===== src/rtl/nand_seq_pkg.sv =====
package nand_seq_pkg;

  typedef enum logic [2:0] {
    ST_IDLE, ST_PTR, ST_CMD1, ST_ADDR, ST_DATA, ST_CMD2, ST_WAIT
  } phase_e;

  typedef struct packed {
    logic enPtr;
    logic enCmd1;
    logic enAddr;   // already qualified by a non-zero address count
    logic enCmd2;
    logic dirWrite;
    logic noData;
  } seq_cfg_t;

  typedef struct packed {
    logic load;
    logic selPtr;
    logic selCmd1;
    logic selCmd2;
    logic selAddr;
    logic selData;
    logic wrStep;
    logic rdStep;
  } seq_ctl_t;

  localparam logic [7:0] PTR_SPARE = 8'h50;
  localparam logic [7:0] PTR_LOW   = 8'h00;
  localparam logic [7:0] PTR_HIGH  = 8'h01;

  function automatic phase_e afterWdata(seq_cfg_t c);
    return c.enCmd2 ? ST_CMD2 : ST_WAIT;
  endfunction

  function automatic phase_e afterAddr(seq_cfg_t c);
    if (c.dirWrite && !c.noData) return ST_DATA;
    return afterWdata(c);
  endfunction

  function automatic phase_e afterCmd1(seq_cfg_t c);
    return c.enAddr ? ST_ADDR : afterAddr(c);
  endfunction

  function automatic phase_e afterPtr(seq_cfg_t c);
    return c.enCmd1 ? ST_CMD1 : afterCmd1(c);
  endfunction

  function automatic phase_e entryPhase(seq_cfg_t c);
    return c.enPtr ? ST_PTR : afterPtr(c);
  endfunction

endpackage


===== src/rtl/nand_seq_ctrl.sv =====
module nand_seq_ctrl
  import nand_seq_pkg::*;
(
  input  logic     clk,
  input  logic     rstN,
  input  logic     start,
  input  seq_cfg_t cfgIn,
  input  logic     readyIn,
  input  logic     fifoWrValid,
  input  logic     fifoRdReady,
  input  logic     addrLast,
  input  logic     dataLast,
  input  logic     endClear,
  output seq_ctl_t ctl,
  output logic     busy,
  output logic     xferEnd
);

  phase_e   state, nextState;
  seq_cfg_t cfgQ;
  logic     finish;
  logic     dataGo;

  assign dataGo = (state == ST_DATA) &&
                  (cfgQ.dirWrite ? fifoWrValid : fifoRdReady);

  always_comb begin
    nextState = state;
    finish    = 1'b0;
    unique case (state)
      ST_IDLE: if (start) nextState = entryPhase(cfgIn);
      ST_PTR:  nextState = afterPtr(cfgQ);
      ST_CMD1: nextState = afterCmd1(cfgQ);
      ST_ADDR: if (addrLast) nextState = afterAddr(cfgQ);
      ST_CMD2: nextState = ST_WAIT;
      ST_WAIT: if (readyIn) begin
        if (!cfgQ.dirWrite && !cfgQ.noData) nextState = ST_DATA;
        else begin
          nextState = ST_IDLE;
          finish    = 1'b1;
        end
      end
      ST_DATA: if (dataGo && dataLast) begin
        if (cfgQ.dirWrite) nextState = afterWdata(cfgQ);
        else begin
          nextState = ST_IDLE;
          finish    = 1'b1;
        end
      end
      default: nextState = ST_IDLE;
    endcase
  end

  always_ff @(posedge clk or negedge rstN) begin
    if (!rstN) begin
      state   <= ST_IDLE;
      cfgQ    <= '0;
      xferEnd <= 1'b0;
    end else begin
      state <= nextState;
      if (state == ST_IDLE && start) cfgQ <= cfgIn;
      if (finish)        xferEnd <= 1'b1;
      else if (endClear) xferEnd <= 1'b0;
    end
  end

  always_comb begin
    ctl         = '0;
    ctl.load    = (state == ST_IDLE) && start;
    ctl.selPtr  = (state == ST_PTR);
    ctl.selCmd1 = (state == ST_CMD1);
    ctl.selCmd2 = (state == ST_CMD2);
    ctl.selAddr = (state == ST_ADDR);
    ctl.selData = (state == ST_DATA);
    ctl.wrStep  = dataGo && cfgQ.dirWrite;
    ctl.rdStep  = dataGo && !cfgQ.dirWrite;
  end

  assign busy = (state != ST_IDLE);

  AST_WAIT_HOLDS: assert property (@(posedge clk) disable iff (!rstN)
    (state == ST_WAIT && !readyIn) |=> (state == ST_WAIT));
  AST_END_STICKY: assert property (@(posedge clk) disable iff (!rstN)
    (xferEnd && !endClear) |=> xferEnd);
  AST_CFG_FROZEN: assert property (@(posedge clk) disable iff (!rstN)
    (state != ST_IDLE) |=> $stable(cfgQ));
  AST_STALL_STAYS: assert property (@(posedge clk) disable iff (!rstN)
    (state == ST_DATA && cfgQ.dirWrite && !fifoWrValid) |=> (state == ST_DATA));

endmodule


===== src/rtl/nand_seq_dp.sv =====
module nand_seq_dp
  import nand_seq_pkg::*;
#(
  parameter int ADDR_MAX   = 5,
  parameter int BCNT_W     = 16,
  parameter int SCNT_W     = 3,
  parameter int COL_W      = 12,
  parameter int PAGE_BYTES = 512,
  parameter int SECT_DATA  = 512,
  parameter int SECT_SPARE = 16
) (
  input  logic                  clk,
  input  logic                  rstN,
  input  seq_ctl_t              ctl,
  input  logic [7:0]            cmd1Code,
  input  logic [7:0]            cmd2Code,
  input  logic [COL_W-1:0]      ptrColumn,
  input  logic [8*ADDR_MAX-1:0] addrBytes,
  input  logic [$clog2(ADDR_MAX+1)-1:0] addrCycles,
  input  logic [BCNT_W-1:0]     byteCount,
  input  logic [SCNT_W-1:0]     sectorCount,
  input  logic                  sectorMode,
  input  logic [7:0]            fifoWrData,
  output logic [7:0]            busOut,
  output logic                  addrLast,
  output logic                  dataLast,
  output logic                  spareByte
);

  localparam int ADDR_W     = 8 * ADDR_MAX;
  localparam int ACNT_W     = $clog2(ADDR_MAX + 1);
  localparam int SECT_TOTAL = SECT_DATA + SECT_SPARE;
  localparam int IDX_W      = $clog2(SECT_TOTAL);

  logic [7:0]        cmd1Q, cmd2Q, ptrQ;
  logic [ADDR_W-1:0] addrQ;
  logic [ACNT_W-1:0] addrLeft;
  logic [BCNT_W-1:0] dataLeft;
  logic [IDX_W-1:0]  secIdx;
  logic              sectorModeQ;
  logic [BCNT_W-1:0] sectorTotal;
  logic [7:0]        ptrCode;
  logic              dataStep;

  assign sectorTotal = BCNT_W'(sectorCount) * BCNT_W'(SECT_TOTAL);
  assign dataStep    = ctl.wrStep | ctl.rdStep;

  always_comb begin
    if (ptrColumn >= COL_W'(PAGE_BYTES))       ptrCode = PTR_SPARE;
    else if (ptrColumn < COL_W'(PAGE_BYTES/2)) ptrCode = PTR_LOW;
    else                                       ptrCode = PTR_HIGH;
  end

  always_ff @(posedge clk or negedge rstN) begin
    if (!rstN) begin
      cmd1Q       <= '0;
      cmd2Q       <= '0;
      ptrQ        <= '0;
      addrQ       <= '0;
      addrLeft    <= '0;
      dataLeft    <= '0;
      secIdx      <= '0;
      sectorModeQ <= 1'b0;
    end else if (ctl.load) begin
      cmd1Q       <= cmd1Code;
      cmd2Q       <= cmd2Code;
      ptrQ        <= ptrCode;
      addrQ       <= addrBytes;
      addrLeft    <= addrCycles;
      dataLeft    <= sectorMode ? sectorTotal : byteCount;
      secIdx      <= '0;
      sectorModeQ <= sectorMode;
    end else begin
      if (ctl.selAddr) begin
        addrQ    <= addrQ >> 8;
        addrLeft <= addrLeft - 1'b1;
      end
      if (dataStep) begin
        dataLeft <= dataLeft - 1'b1;
        secIdx   <= (secIdx == IDX_W'(SECT_TOTAL - 1)) ? '0 : secIdx + 1'b1;
      end
    end
  end

  assign addrLast  = (addrLeft == ACNT_W'(1));
  assign dataLast  = (dataLeft == BCNT_W'(1));
  assign spareByte = ctl.selData && sectorModeQ && (secIdx >= IDX_W'(SECT_DATA));

  always_comb begin
    if (ctl.selPtr)       busOut = ptrQ;
    else if (ctl.selCmd1) busOut = cmd1Q;
    else if (ctl.selCmd2) busOut = cmd2Q;
    else if (ctl.selAddr) busOut = addrQ[7:0];
    else if (ctl.wrStep)  busOut = fifoWrData;
    else                  busOut = 8'h00;
  end

  AST_DATA_NOT_EMPTY: assert property (@(posedge clk) disable iff (!rstN)
    dataStep |-> (dataLeft != '0));
  AST_ADDR_NOT_EMPTY: assert property (@(posedge clk) disable iff (!rstN)
    ctl.selAddr |-> (addrLeft != '0));
  AST_ONE_PIN_STROBE: assert property (@(posedge clk) disable iff (!rstN)
    $onehot0({ctl.selPtr | ctl.selCmd1 | ctl.selCmd2, ctl.selAddr, ctl.wrStep, ctl.rdStep}));

endmodule


===== src/rtl/nand_phase_seq.sv =====
module nand_phase_seq
  import nand_seq_pkg::*;
#(
  parameter int ADDR_MAX   = 5,
  parameter int BCNT_W     = 16,
  parameter int SCNT_W     = 3,
  parameter int COL_W      = 12,
  parameter int PAGE_BYTES = 512,
  parameter int SECT_DATA  = 512,
  parameter int SECT_SPARE = 16
) (
  input  logic                  clk,
  input  logic                  rstN,
  input  logic                  start,
  input  logic [7:0]            cmd1Code,
  input  logic [7:0]            cmd2Code,
  input  logic                  enPtr,
  input  logic [COL_W-1:0]      ptrColumn,
  input  logic                  enCmd1,
  input  logic                  enAddr,
  input  logic                  enCmd2,
  input  logic                  dirWrite,
  input  logic                  sectorMode,
  input  logic [$clog2(ADDR_MAX+1)-1:0] addrCycles,
  input  logic [8*ADDR_MAX-1:0] addrBytes,
  input  logic [BCNT_W-1:0]     byteCount,
  input  logic [SCNT_W-1:0]     sectorCount,
  input  logic                  endClear,
  input  logic                  readyIn,
  output logic                  pinCmdLatch,
  output logic                  pinAddrLatch,
  output logic                  pinWrStrobe,
  output logic                  pinRdStrobe,
  output logic [7:0]            pinDataOut,
  input  logic [7:0]            pinDataIn,
  input  logic                  fifoWrValid,
  input  logic [7:0]            fifoWrData,
  output logic                  fifoWrPop,
  input  logic                  fifoRdReady,
  output logic                  fifoRdPush,
  output logic [7:0]            fifoRdData,
  output logic                  spareByte,
  output logic                  busy,
  output logic                  xferEnd
);

  seq_cfg_t cfgLive;
  seq_ctl_t ctl;
  logic     addrLast, dataLast;

  always_comb begin
    cfgLive.enPtr    = enPtr;
    cfgLive.enCmd1   = enCmd1;
    cfgLive.enAddr   = enAddr && (addrCycles != '0);
    cfgLive.enCmd2   = enCmd2;
    cfgLive.dirWrite = dirWrite;
    cfgLive.noData   = sectorMode ? (sectorCount == '0) : (byteCount == '0);
  end

  nand_seq_ctrl uCtrl (
    .clk(clk), .rstN(rstN), .start(start), .cfgIn(cfgLive),
    .readyIn(readyIn), .fifoWrValid(fifoWrValid), .fifoRdReady(fifoRdReady),
    .addrLast(addrLast), .dataLast(dataLast), .endClear(endClear),
    .ctl(ctl), .busy(busy), .xferEnd(xferEnd)
  );

  nand_seq_dp #(
    .ADDR_MAX(ADDR_MAX), .BCNT_W(BCNT_W), .SCNT_W(SCNT_W), .COL_W(COL_W),
    .PAGE_BYTES(PAGE_BYTES), .SECT_DATA(SECT_DATA), .SECT_SPARE(SECT_SPARE)
  ) uDp (
    .clk(clk), .rstN(rstN), .ctl(ctl), .cmd1Code(cmd1Code), .cmd2Code(cmd2Code),
    .ptrColumn(ptrColumn), .addrBytes(addrBytes), .addrCycles(addrCycles),
    .byteCount(byteCount), .sectorCount(sectorCount), .sectorMode(sectorMode),
    .fifoWrData(fifoWrData), .busOut(pinDataOut), .addrLast(addrLast),
    .dataLast(dataLast), .spareByte(spareByte)
  );

  assign pinCmdLatch  = ctl.selPtr | ctl.selCmd1 | ctl.selCmd2;
  assign pinAddrLatch = ctl.selAddr;
  assign pinWrStrobe  = ctl.wrStep;
  assign pinRdStrobe  = ctl.rdStep;
  assign fifoWrPop    = ctl.wrStep;
  assign fifoRdPush   = ctl.rdStep;
  assign fifoRdData   = pinDataIn;

endmodule


===== config.mk =====
export PLATFORM = sky130hd
export DESIGN_NAME = nand_phase_seq
export DESIGN_NICKNAME = d
export VERILOG_FILES = /design/src/rtl/nand_seq_pkg.sv /design/src/rtl/nand_seq_ctrl.sv /design/src/rtl/nand_seq_dp.sv /design/src/rtl/nand_phase_seq.sv
export SDC_FILE = /design/constraint.sdc
export NUM_CORES = 1
export LEC_CHECK = 0
export ABC_AREA = 1
export CAP_MARGIN = 20
export CORE_UTILIZATION = 45
export DETAILED_ROUTE_END_ITERATION = 6
export GPL_TIMING_DRIVEN = 0
export PLACE_DENSITY = 0.78
export SYNTH_ARGS = -nofsm -noshare
export SYNTH_HDL_FRONTEND = slang
export SYNTH_HIERARCHICAL = 1
export SYNTH_SLANG_ARGS = --single-unit

===== constraint.sdc =====
create_clock -name clk -period 3.6 [get_ports clk]
set_input_delay 0.72 -clock clk [delete_from_list [all_inputs] [get_ports clk]]
set_output_delay 0.72 -clock clk [all_outputs]
set_load 0.02 [all_outputs]

* After elaboration in Yosys (flattened, before gate mapping)
Index checks and enable logic that the tools add are counted.
** Operators by class
- $add $sub $neg :: 3
- Multiply operators :: 1
- $lt $le $gt $ge :: 3
- Equality and inequality tests :: 13
- Multiplexer cells :: 55
- Bitwise logic cells :: 3
- Reduce and logical (&&, ||, !) cells :: 23
** Operators by type and width (number)
- $mux 40 :: 2
- $mux 3 :: 20
- $mux 16 :: 3
- $mux 8 :: 5
- $mux 10 :: 3
- $pmux 3 s7 :: 1
- $mux 1 :: 17
- $eq 16x1->1 const B :: 1
- $logic_not 16->1 :: 1
- $sub 16x1->16 const B :: 1
- $ge 12x10->1 const B :: 1
- $lt 12x9->1 const B :: 1
- $logic_and 1x1->1 :: 11
- $add 10x1->10 const B :: 1
- $eq 10x10->1 const B :: 1
- $ge 10x10->1 const B :: 1
- $eq 3x3->1 const B :: 3
- $mul 3x6->9 const B :: 1
- $mux 7 :: 1
- $eq 3x1->1 const B :: 2
- $eq 3x2->1 const B :: 2
- $logic_not 3->1 :: 2
- $ne 2x2->1 const B :: 3
- $reduce_bool 2->1 :: 3
- other kinds (8) :: 14
** Storage, ports and cells
- Register bits :: 103
- Input bits :: 119
- Word-level logic and storage cells :: 116

* Longest topological paths before layout
Gate-level depths: netlist (run 1).
- Depth in word-level cells :: 13
- Mapped depth :: 15
- Mapped depth without buffers :: 15

* Cells and area by module
The synthesis (run 1) kept the hierarchy.
** By module, submodules not included
- nand_seq_dp :: times used 1, cells each 593, area an instance 4660.7 µm², seq. area each 2202.1 µm²
- nand_seq_ctrl :: times used 1, cells each 118, area an instance 754.5 µm², seq. area each 225.2 µm²
- nand_phase_seq :: times used 1, cells each 29, area an instance 160.2 µm², seq. area each 0.0 µm²

* Worst setup path after synthesis (run 1)
No wires, ideal clock.
- Kind :: input to output
- Start :: input fifoWrValid
- End :: output pinDataOut[0]
- Data arrival time :: 2.142 ns
- Path slack :: 0.738 ns
- Stages :: 8
- Cells stage by stage :: nand2_1 nor2_1 inv_1 nor2_1 nand2_1 nand2_1 o211ai_1 a22oi_1
** Between the ends
- Cells in the longest elaborated chain, start to end :: 8
** Ends and longest elaborated chain
- start: declaration :: line nand_phase_seq.sv:36 : input logic fifoWrValid,
- $mux 1 :: line nand_seq_ctrl.sv:25 : (cfgQ.dirWrite ? fifoWrValid : fifoRdReady);
- $logic_and 1x1->1 :: line nand_seq_ctrl.sv:24 : assign dataGo = (state == ST_DATA) &&
- $logic_and 1x1->1 :: line nand_seq_ctrl.sv:75 : ctl.wrStep = dataGo && cfgQ.dirWrite;
- net fifoWrPop :: line nand_phase_seq.sv:38 : output logic fifoWrPop,
- $mux 8 :: line nand_seq_dp.sv:94 : else if (ctl.wrStep) busOut = fifoWrData;
- $mux 8 :: line nand_seq_dp.sv:93 : else if (ctl.selAddr) busOut = addrQ[7:0];
- $mux 8 :: line nand_seq_dp.sv:92 : else if (ctl.selCmd2) busOut = cmd2Q;
- $mux 8 :: line nand_seq_dp.sv:91 : else if (ctl.selCmd1) busOut = cmd1Q;
- $mux 8 :: line nand_seq_dp.sv:90 : if (ctl.selPtr) busOut = ptrQ;
- end: declaration :: line nand_phase_seq.sv:34 : output logic [7:0] pinDataOut,
The timed path passes the listed nets, and every way through them passes these cells.

* Worst setup path after layout (run 1)
- Start :: input fifoWrValid
- End :: output pinDataOut[5]
** Between the ends
- Cells in the longest elaborated chain, start to end :: 8
** Ends and longest elaborated chain (line)
- $mux 1 :: nand_seq_ctrl.sv:25
- $logic_and 1x1->1 :: nand_seq_ctrl.sv:24
- $logic_and 1x1->1 :: nand_seq_ctrl.sv:75
- $mux 8 :: nand_seq_dp.sv:94
- $mux 8 :: nand_seq_dp.sv:93
- $mux 8 :: nand_seq_dp.sv:92
- $mux 8 :: nand_seq_dp.sv:91
- $mux 8 :: nand_seq_dp.sv:90
No other way between the ends.

==> flow_metrics.env, run 1 <==
export IMPL_grt_first_pass_wirelength_mm=23.4
export IMPL_insertion_delay_ns=0.35
export IMPL_p_leak_nw=3.58
export IMPL_setup_violations=0
export IMPL_wl_per_cell_um=13.7
export IMPL_cp_end_kind="output port"
export IMPL_diodes=0
export IMPL_dp_hpwl_mm=10.9
export IMPL_antenna_left=0
export IMPL_dieArea_mm2=0.0128
export IMPL_slowest_stage="clkdlybuf4s50_1"
export IMPL_yosys_most_used_dff="dfrtp_1"
export IMPL_dr_pass1_iters=5
export IMPL_synth_area_per_cell_um2=7.53
export IMPL_route_vias_total=5258
export IMPL_start_kind="primary input"
export IMPL_status="complete, no violations"
export IMPL_synth_edf_count=0
export IMPL_dieWidth_um=113
export IMPL_syn_inst=740
export IMPL_layout_commonest_cell="nand2_1"
export IMPL_overflow=0
export IMPL_place_inst=1036
export IMPL_h_tree_depth=3
export IMPL_clk_pin_slew_ns=0.07
export IMPL_fp_row_count=40
export IMPL_final_cell_mix="nand2_1, clkdlybuf4s50_1, dfrtp_1, inv_1, nor2_1"
export IMPL_async_reset_ff_share_pct=100
export IMPL_powerDensity_mw_per_mm2=739
export IMPL_cp_buffers_inverters=3
export IMPL_fmaxAchievable_mhz=288
export IMPL_timing_slew_headroom_pct=64.3
export IMPL_fin_cells=1058
export IMPL_cts_tree="yes"
export IMPL_hold_path_class="in -> async"
export IMPL_drv_slew=0
export IMPL_drt_vias_per_instance=4.97
export IMPL_syn_to_final_growth_pct=33.7
export IMPL_setup_tns_final_ns=0
export IMPL_period_needed_ns=3.48
export IMPL_drc=0
export IMPL_worstSetupPathType="in -> out"
export IMPL_finalClockSkew_ns=0.00885
export IMPL_synth_area_mm2=0.00558
export IMPL_path_cells="clkdlybuf4s50_1 -> nand2_1 -> nor2_4 -> buf_4 -> a21oi_1 -> o21ai_1 -> o21ai_0 -> a21oi_1 -> clkdlybuf4s50_1"
export IMPL_place_area_mm2=0.00708
export IMPL_ys_seq_elements=97
export IMPL_cts_buffer_depth=2
export IMPL_clkSinkCount=97
export IMPL_stdcell_area_mm2=0.00745
export IMPL_die_h_um=113
export IMPL_finalCritPeriodShare_pct=96.6
export IMPL_io_buffer_count=127
export IMPL_drt_iter0_drc=376
export IMPL_gp_congestion=0.861
export IMPL_core_mm2=0.0121
export IMPL_nets=1010
export IMPL_path_max_fanout=5
export IMPL_cts_made_buffers=9
export IMPL_arrival_ns=2.76
export IMPL_slowest_delay_ns=0.62
export IMPL_cts_root_buffer="clkbuf_16"
export IMPL_yosysUniqueCellTypes=41
export IMPL_maxCapViolations=0
export IMPL_drt_total_wl_mm=14.5
export IMPL_antenna_found_initial=0
export IMPL_yosysWarnings=6
export IMPL_worstSetupStartpoint="fifoWrValid"
export IMPL_syn_num_nets=865
export IMPL_drive_gt1_share_pct=11.8
export IMPL_cp_top_family="buffers and inverters"
export IMPL_worstMarginPinSlew_ns=0.535
export IMPL_grt_pass1_vias=4919
export IMPL_grt_max_degree=66
export IMPL_start_util_pct=46.2
export IMPL_hold_violations=0
export IMPL_vdd_ir_drop_max_v=0.000340
export IMPL_seq_area_frac_synth_pct=43.5
export IMPL_grt_usage_pct=23.2
export IMPL_required_ns=2.88
export IMPL_r2r_start="uCtrl/state[2]$_DFFE_PN0P_"
export IMPL_pin_count=144
[per-layer routing]
layer / up-vias / wire (um) / GRT usage (%) / share of wire (%)
met5: - / 0 / 0 / 0
met4: 0 / 135 / 5.18 / 0.93
met3: 15 / 845 / 4.28 / 5.8
met2: 172 / 6790 / 37.9 / 47
met1: 2413 / 6680 / 32.1 / 46
li1: 2658 / - / - / -
[timing repair]
| action | 4_1_cts | 5_1_grt |
|---|---|---|
| hold buffers | 0 | 0 |
| endpoints found under the hold margin | 0 | 0 |
| resized for setup | 2 | 5 |
| endpoints found under the setup margin | 8 | 5 |
| setup buffers | 0 | 6 |
| pin swaps | 1 | 1 |
[worst reg2reg max path, cell delays in order, from the launching register on]
cell,delay [ns]
dfrtp_1,0.37
buf_6,0.14
nor2_2,0.17
nand2_4,0.09
nor2_2,0.10
buf_4,0.19
buf_6,0.17
inv_4,0.07
nand2_2,0.11
inv_1,0.14
a211oi_1,0.32
a21oi_2,0.10
[path summary, 6_finish.rpt]
path	endpoint	slack, ns	cells past startpoint
setup / recovery	pinDataOut[5]	0.12	9
hold / removal	uDp/addrLeft[0]$_DFFE_PN0P_	0.34	1
setup reg to reg	uDp/dataLeft[9]$_DFFE_PN0P_	1.51	11
hold reg to reg	uDp/cmd1Q[2]$_DFFE_PN0P_	0.48	2
max in group asynchronous	uDp/sectorModeQ$_DFFE_PN0P_	2.60	2
min in group clk	uDp/cmd1Q[2]$_DFFE_PN0P_	0.48	2
[cell type report]
class	count	area [um^2]
sequential	97	2430
buffer	36	244
inverter	88	339
tap	168	210
clock inverter	7	81.3
timing repair buffer	134	1350
multi-input combinational	519	2580
fill	1053	4610
clock buffer	9	225
[state kept, by name, summed over array words and instances, names as in the netlist]
signal / cells
uDp/addrQ: 40
uDp/dataLeft: 16
uDp/secIdx: 10
uDp/cmd1Q: 8
uDp/cmd2Q: 8
uCtrl/cfgQ: 5
uCtrl/state: 3
uDp/addrLeft: 3
uDp/ptrQ: 2
uCtrl/xferEnd: 1
uDp/sectorModeQ: 1
[synth_stat cells (8+ instances only)]
cell type  number  area (um^2)
nand2_1       231          867
dfrtp_1        97         2430
inv_1          77          289
nor2_1         64          240
a21oi_1        35          175
o21ai_0        32          160
nand3_1        29          145
o21ai_1        28          140
o211ai_1       16          120
buf_4          15          113
buf_2          12         60.1
a22oi_1        11         82.6
nor2_2          9         56.3
inv_2           8         30.0
[metrics by stage]
stage,hold slack (ns),worst slack (ns),utilization (%),power (mW)
floorplan,0.424,0.738,-,3.68
global placement,0.451,-1.90,58.5,4.45
detailed placement,0.457,-0.290,58.7,4.52
CTS,0.349,0.00932,61.3,5.50
global route,0.361,-0.00468,61.8,5.93
finish,0.337,0.123,61.8,5.51
[cell families (layout without fill, tap and decap cells)]
logic type / Yosys count / count (layout) / synth area share (%)
and+or+nand+nor: 369 / 369 / 29.0
AOI/OAI and AO/OA: 136 / 136 / 14.4
buffers and inverters: 124 / 274 / 10.4
DFF: 97 / 97 / 43.5
xor gates and xnor gates: 8 / 8 / 1.26
adders and majority gates: 6 / 6 / 1.35
[where the power goes]
part	internal, mW	total [mW]	switching (mW)	leakage, nW
Clock	0.496	0.961	0.465	0.150
Combinational	1.06	2.63	1.56	2.23
Sequential	1.59	1.92	0.336	1.21
Total	3.15	5.51	2.36	3.58
Note: power is estimated with default switching activity, not from simulation.
==> run 2, diff against run 1 <==
--- a/config.mk
+++ b/config.mk
@@ -12,2 +12,3 @@
 export GPL_TIMING_DRIVEN = 0
+export MAX_ROUTING_LAYER = met4
 export PLACE_DENSITY = 0.78
--- a/constraint.sdc
+++ b/constraint.sdc
@@ -3,2 +3,2 @@
 set_output_delay 0.72 -clock clk [all_outputs]
-set_load 0.02 [all_outputs]
+set_load 0.1 [all_outputs]
==> run 2 against run 1 <==
Register-to-register slack got worse by 0.03 ns. Total power is 11% higher. Highest routed layer unchanged. Global-route usage rose by 1.4 points. Non-clock buffer count shrank 6. Critical endpoint is now fifoWrPop.
==> flow_metrics.env, run 2 (synthesis gave the netlist of run 1 again) <==
export IMPL_maxCapViolations=0
export IMPL_largest_register="uDp/addrQ"
export IMPL_cp_common_cell="clkdlybuf4s50_1"
export IMPL_hold_violations=0
export IMPL_die_h_um=113
export IMPL_fin_cells=1052
export IMPL_grt_setup_unrepaired="no"
export IMPL_finalClockSkew_ns=0.00759
export IMPL_nets=1004
export IMPL_p_int_mw=3.12
export IMPL_p_leak_nw=3.53
export IMPL_wl_per_cell_um=13.6
export IMPL_antenna_found_initial=0
export IMPL_status="complete, no violations"
export IMPL_place_inst=1036
export IMPL_worstMarginPinSlew_ns=0.967
export IMPL_insertion_delay_ns=0.35
export IMPL_powerDensity_mw_per_mm2=825
export IMPL_drt_total_wl_mm=14.4
export IMPL_h_tree_depth=3
export IMPL_cp_top_family="buffers and inverters"
export IMPL_path_max_fanout=9
export IMPL_io_buffer_count=127
export IMPL_diodes=0
export IMPL_clkSinkCount=97
export IMPL_drc=0
export IMPL_cts_made_buffers=9
export IMPL_fin_util_pct=61.6
export IMPL_nFillCells=1069
export IMPL_cts_root_buffer="clkbuf_16"
export IMPL_largest_register_ffs=40
export IMPL_worstSetupPathType="in -> out"
export IMPL_finalCritPeriodShare_pct=97.9
export IMPL_clkPwrFrac_pct=15.9
export IMPL_slowest_delay_ns=1.20
export IMPL_clk_pin_slew_ns=0.07
export IMPL_reg_largest_list="uDp/addrQ (40), uDp/dataLeft (16), uDp/secIdx (10)"
export IMPL_grt_first_pass_wirelength_mm=24.1
export IMPL_start_kind="primary input"
export IMPL_grt_pass1_vias=5068
export IMPL_hold_buffers=0
export IMPL_gp_congestion=0.900
export IMPL_syn_to_final_growth_pct=33.2
export IMPL_final_cell_mix="nand2_1, clkdlybuf4s50_1, dfrtp_1, inv_1, nor2_1"
export IMPL_cp_buffers_inverters=2
export IMPL_antenna_left=0
export IMPL_start_util_pct=46.2
export IMPL_dp_hpwl_mm=10.8
export IMPL_cts_setup_buffers=0
export IMPL_vdd_ir_drop_max_v=0.000329
export IMPL_fp_row_count=40
export IMPL_required_ns=2.88
export IMPL_dieWidth_um=113
export IMPL_drt_vias_per_instance=4.98
export IMPL_drive_gt1_share_pct=12.9
export IMPL_layout_commonest_cell="nand2_1"
export IMPL_slowest_stage="clkdlybuf4s50_1"
export IMPL_dr_pass1_iters=6
export IMPL_cp_end_kind="output port"
export IMPL_dieArea_mm2=0.0128
export IMPL_comb_power_share_pct=52.7
export IMPL_route_vias_total=5239
export IMPL_period_needed_ns=3.52
export IMPL_finalPower_mw=6.13
export IMPL_drv_slew=0
export IMPL_grt_usage_pct=24.6
export IMPL_pin_count=144
export IMPL_overflow=0
export IMPL_timing_slew_headroom_pct=35.3
export IMPL_p_sw_share_pct=49.0
export IMPL_seq_power_share_pct=31.4
export IMPL_path_cells="clkdlybuf4s50_1 -> nand2_1 -> nor2_4 -> clkdlybuf4s50_1"
export IMPL_arrival_ns=2.80
export IMPL_fmaxAchievable_mhz=284
export IMPL_hold_path_class="in -> async"
export IMPL_p_switching_mw=3.00
export IMPL_core_mm2=0.0121
export IMPL_cts_tree="yes"
export IMPL_setup_violations=0
export IMPL_cts_buffer_depth=2
export IMPL_drt_iter0_drc=454
export IMPL_grt_max_degree=61
export IMPL_holdWs_ns=0.344
run 2: path summary, 6_finish.rpt:
| check | start | to | slack (ns) | depth (start not counted) |
|---|---|---|---|---|
| min in group clk | uDp/cmd2Q[2]$_DFFE_PN0P_ | uDp/cmd2Q[2]$_DFFE_PN0P_ | 0.47 | 2 |
| max in group asynchronous | rstN | uDp/cmd1Q[6]$_DFFE_PN0P_ | 2.60 | 2 |
| max | fifoWrValid | fifoWrPop | 0.08 | 4 |
| min reg2reg | uDp/cmd2Q[2]$_DFFE_PN0P_ | uDp/cmd2Q[2]$_DFFE_PN0P_ | 0.47 | 2 |
| max reg2reg | uCtrl/state[2]$_DFFE_PN0P_ | uDp/secIdx[1]$_DFFE_PN0P_ | 1.48 | 13 |
| min | rstN | uDp/dataLeft[0]$_DFFE_PN0P_ | 0.34 | 1 |
run 2: layer usage:
| layer | vias up | track usage, % | wire, um |
|---|---|---|---|
| met3 | 18 | 3.80 | 681 |
| met5 | - | - | 0 |
| met2 | 155 | 39.0 | 6800 |
| met4 | 0 | 7.37 | 241 |
| met1 | 2422 | 32.6 | 6630 |
| li1 | 2644 | - | - |
run 2: power by group through the flow:
stage | combinational, mW | clock (mW) | sequential [mW]
2_1_floorplan | 2.48 | 0 | 1.85
3_3_place_gp | 3.20 | 0 | 1.92
3_5_place_dp | 3.25 | 0 | 1.93
4_1_cts | 3.25 | 0.995 | 1.92
5_1_grt | 3.56 | 1.05 | 1.99
6_report | 3.23 | 0.976 | 1.92
run 2: area by class of cell:
class	instances	area (um^2)	area share, %
timing repair buffer	128	1280	17.3
buffer	36	244	3.29
clock inverter	7	83.8	1.13
sequential	97	2430	32.7
tap	168	210	2.83
clock buffer	9	225	3.03
inverter	88	335	4.52
multi-input combinational	519	2620	35.2
run 2: timing repair:
item | CTS | global route
endpoints found under the setup margin | 9 | 5
hold endpoints to repair | 0 | 0
gates resized for setup | 25 | 10
run 2: through the flow:
stage	cell area, um^2	setup slack (ns)	setup TNS (ns)
detailed placement	7130	-0.489	-3.34
global route	7430	0.0324	0
CTS	7450	0.0191	0
floorplan	5620	0.00642	0
global placement	7100	-1.87	-184.09
finish	7430	0.0753	0
==> run 3, diff against run 2 <==
CTS_CLUSTER_DIAMETER = 150   (was default)
SKIP_LAST_GASP = 1   (was default)
SYNTH_HIERARCHICAL = default   (was 1)
==> run 3 against run 2 <==
The flow now finishes with violations (design-rule violations). Area after synthesis down 3.3%. Utilization up 0.93 points. Sequential share of layout area grew 0.89 points. Total power decreased by 4.1%. Combinational power decreased by 8.4%. Flip-flop and latch count unchanged. Via count is 0.19% higher. Die area fell by 3.3%. Cell area shrank 2.7%. Hold slack lost 0.047 ns. Routed wire length up 8.0%. Critical endpoint is now pinDataOut[5]. Setup slack improved by 0.046 ns.
==> flow_metrics.env, run 3 <==
export IMPL_status="finished with violations"
export IMPL_violations="design-rule violations"
export IMPL_ys_seq_elements=97
export IMPL_async_reset_ff_share_pct=100
export IMPL_dr_pass1_iters=7
export IMPL_worstSetupPathType="in -> out"
export IMPL_fin_util_pct=62.5
export IMPL_rrSetupSlack_ns=1.77
export IMPL_synth_edf_count=0
export IMPL_dieArea_mm2=0.0124
export IMPL_pin_count=144
export IMPL_route_vias_total=5249
export IMPL_cts_root_buffer="clkbuf_16"
export IMPL_maxCapViolations=0
export IMPL_drv_slew=0
export IMPL_dp_hpwl_mm=11.7
export IMPL_stdcell_area_mm2=0.00723
export IMPL_cp_end_kind="output port"
export IMPL_r2r_start="uDp.dataLeft[0]$_DFFE_PN0P_"
export IMPL_hold_path_class="in -> async"
export IMPL_finalPower_mw=5.88
export IMPL_drc=8
export IMPL_vdd_ir_drop_max_v=0.000466
export IMPL_powerDensity_mw_per_mm2=813
export IMPL_finalClockSkew_ns=0.00307
export IMPL_drive_gt1_share_pct=11.1
export IMPL_synth_common_cells="nand2_1, dfrtp_1, o21ai_0"
export IMPL_synth_area_mm2=0.00539
export IMPL_overflow=0
export IMPL_path_max_fanout=10
export IMPL_holdWs_ns=0.297
export IMPL_syn_to_final_growth_pct=34.1
export IMPL_fmaxAchievable_mhz=287
export IMPL_reg2reg_depth=11
export IMPL_yosysTopAreaCell="dfrtp_1"
export IMPL_cts_tree="yes"
export IMPL_layout_commonest_cell="nand2_1"
export IMPL_synth_area_per_cell_um2=7.97
export IMPL_die_h_um=111
export IMPL_p_leak_nw=3.33
export IMPL_synthDominantCellAreaShare_pct=45.0
export IMPL_h_tree_depth=3
export IMPL_antenna_found_initial=0
export IMPL_arrival_ns=2.76
export IMPL_wl_per_cell_um=16.1
export IMPL_core_mm2=0.0116
export IMPL_syn_num_nets=801
export IMPL_drt_total_wl_mm=15.5
export IMPL_synthTopCellsByArea="dfrtp_1, nand2_1, o21ai_0"
export IMPL_nFillCells=994
export IMPL_seq_area_frac_synth_pct=45.0
export IMPL_worstMarginPinSlew_ns=0.976
export IMPL_synth_most_common_cell="nand2_1"
export IMPL_fp_row_count=39
export IMPL_drt_iter0_drc=419
export IMPL_finalCritPeriodShare_pct=96.6
export IMPL_insertion_delay_ns=0.34
export IMPL_syn_inst=676
export IMPL_slowest_stage="clkdlybuf4s15_1"
export IMPL_setup_violations=0
export IMPL_timing_rr_end="uDp.dataLeft[14]$_DFFE_PN0P_"
export IMPL_grt_max_degree=72
export IMPL_grt_pass1_vias=5262
export IMPL_dieWidth_um=111
export IMPL_yosys_most_used_dff="dfrtp_1"
export IMPL_clkSinkCount=97
export IMPL_worstSetupStartpoint="fifoWrValid"
export IMPL_slowest_delay_ns=0.85
export IMPL_required_ns=2.88
export IMPL_cts_made_buffers=9
export IMPL_hold_violations=0
export IMPL_io_buffer_count=127
export IMPL_start_util_pct=46.6
export IMPL_start_kind="primary input"
export IMPL_regArea_mm2=0.00243
export IMPL_largest_register_ffs=40
export IMPL_grt_first_pass_wirelength_mm=25.4
export IMPL_cts_buffer_depth=2
export IMPL_grt_usage_pct=26.7
export IMPL_clk_pin_slew_ns=0.07
export IMPL_path_cells="clkdlybuf4s50_1 -> nand2_1 -> nor2_4 -> a22oi_1 -> a31oi_2 -> clkdlybuf4s15_1"
export IMPL_reg_largest_list="uDp.addrQ (40), uDp.dataLeft (16), uDp.secIdx (10)"
export IMPL_gp_congestion=0.905
export IMPL_grt_setup_unrepaired="no"
export IMPL_antenna_left=0
export IMPL_place_area_mm2=0.00690
export IMPL_hold_buffers=0
export IMPL_multi_input_area_mm2=0.00242
export IMPL_timing_slew_headroom_pct=34.7
export IMPL_nets=940
export IMPL_period_needed_ns=3.48
export IMPL_yosysWarnings=0
export IMPL_yosysUniqueCellTypes=50
export IMPL_largest_register="uDp.addrQ"
export IMPL_diodes=0
export IMPL_cts_setup_buffers=0
export IMPL_drt_vias_per_instance=5.45
export IMPL_final_cell_mix="nand2_1, clkdlybuf4s50_1, dfrtp_1, o21ai_0, inv_1"
==> run 3: cell count changes in the layout (fill, tap and decap cells not counted), sizes merged, moves of 8 or more <==
cell,previous run,this run
nand2,241,158
o21ai,60,107
nor2,80,57
a21oi,37,20
a31oi,1,9
==> run 3: cells by family (layout without fill, tap and decap cells) <==
family,count (synthesis),after routing,synth area share (%)
xor+xnor,5,5,0.813
buf+inv,122,266,10.7
fa+ha+maj,6,6,1.39
compound gates,180,180,19.9
flops,97,97,45.0
simple gates,266,266,22.2
==> run 3: worst max-delay path by stage <==
stage / end / slack [ns]
2_1_floorplan: spareByte / -0.003
3_3_place_gp: uDp.cmd2Q[3]$_DFFE_PN0P_ / -1.88
3_5_place_dp: pinDataOut[2] / -0.18
4_1_cts: pinWrStrobe / 0.002
5_1_grt: pinDataOut[5] / 0.0002
6_report: pinDataOut[5] / 0.12
==> run 3: layout make-up <==
type | instances | share of cell area [%]
sequential | 97 | 33.6
multi-input combinational | 457 | 33.5
timing repair buffer | 128 | 18.0
inverter | 83 | 4.38
buffer | 39 | 3.60
clock buffer | 12 | 3.41
tap | 143 | 2.48
clock inverter | 4 | 1.06
==> run 3: through the flow <==
| step | instances | TNS [ns] | setup WS, ns |
|---|---|---|---|
| global route | 963 | 0 | 0.000208 |
| CTS | 963 | 0 | 0.00188 |
| global placement | 946 | -182.65 | -1.88 |
| detailed placement | 947 | -1.11 | -0.181 |
| finish | 963 | 0 | 0.121 |
| floorplan | 676 | -0.00330 | -0.00330 |
==> run 3: repair_timing <==
| action | in CTS | in global routing |
|---|---|---|
| gates cloned | 0 | 0 |
| gates resized for setup | 8 | 8 |
| endpoints found under the setup margin | 8 | 8 |
| hold endpoints to repair | 0 | 0 |
==> run 3: per-layer routing <==
layer / part of all wire [%] / vias to the layer above / global-route usage, %
li1: - / 2513 / -
met1: 43 / 2509 / 34.3
met2: 49 / 206 / 43.2
met3: 6.3 / 21 / 4.03
met4: 1.7 / 0 / 8.83
met5: 0 / - / -
==> run 3: critical path, delay by kind of cell <==
| family | cells | cell delay, ns |
|---|---|---|
| buffers and inverters | 2 | 1.32 |
| AND/OR/NAND/NOR | 2 | 0.40 |
| AO/OA/AOI/OAI | 2 | 0.31 |
==> run 3: power by group <==
group	switching, mW	internal [mW]
logic	2.02	0.941
registers	0.283	1.58
clock network	0.424	0.630
total	2.73	3.15
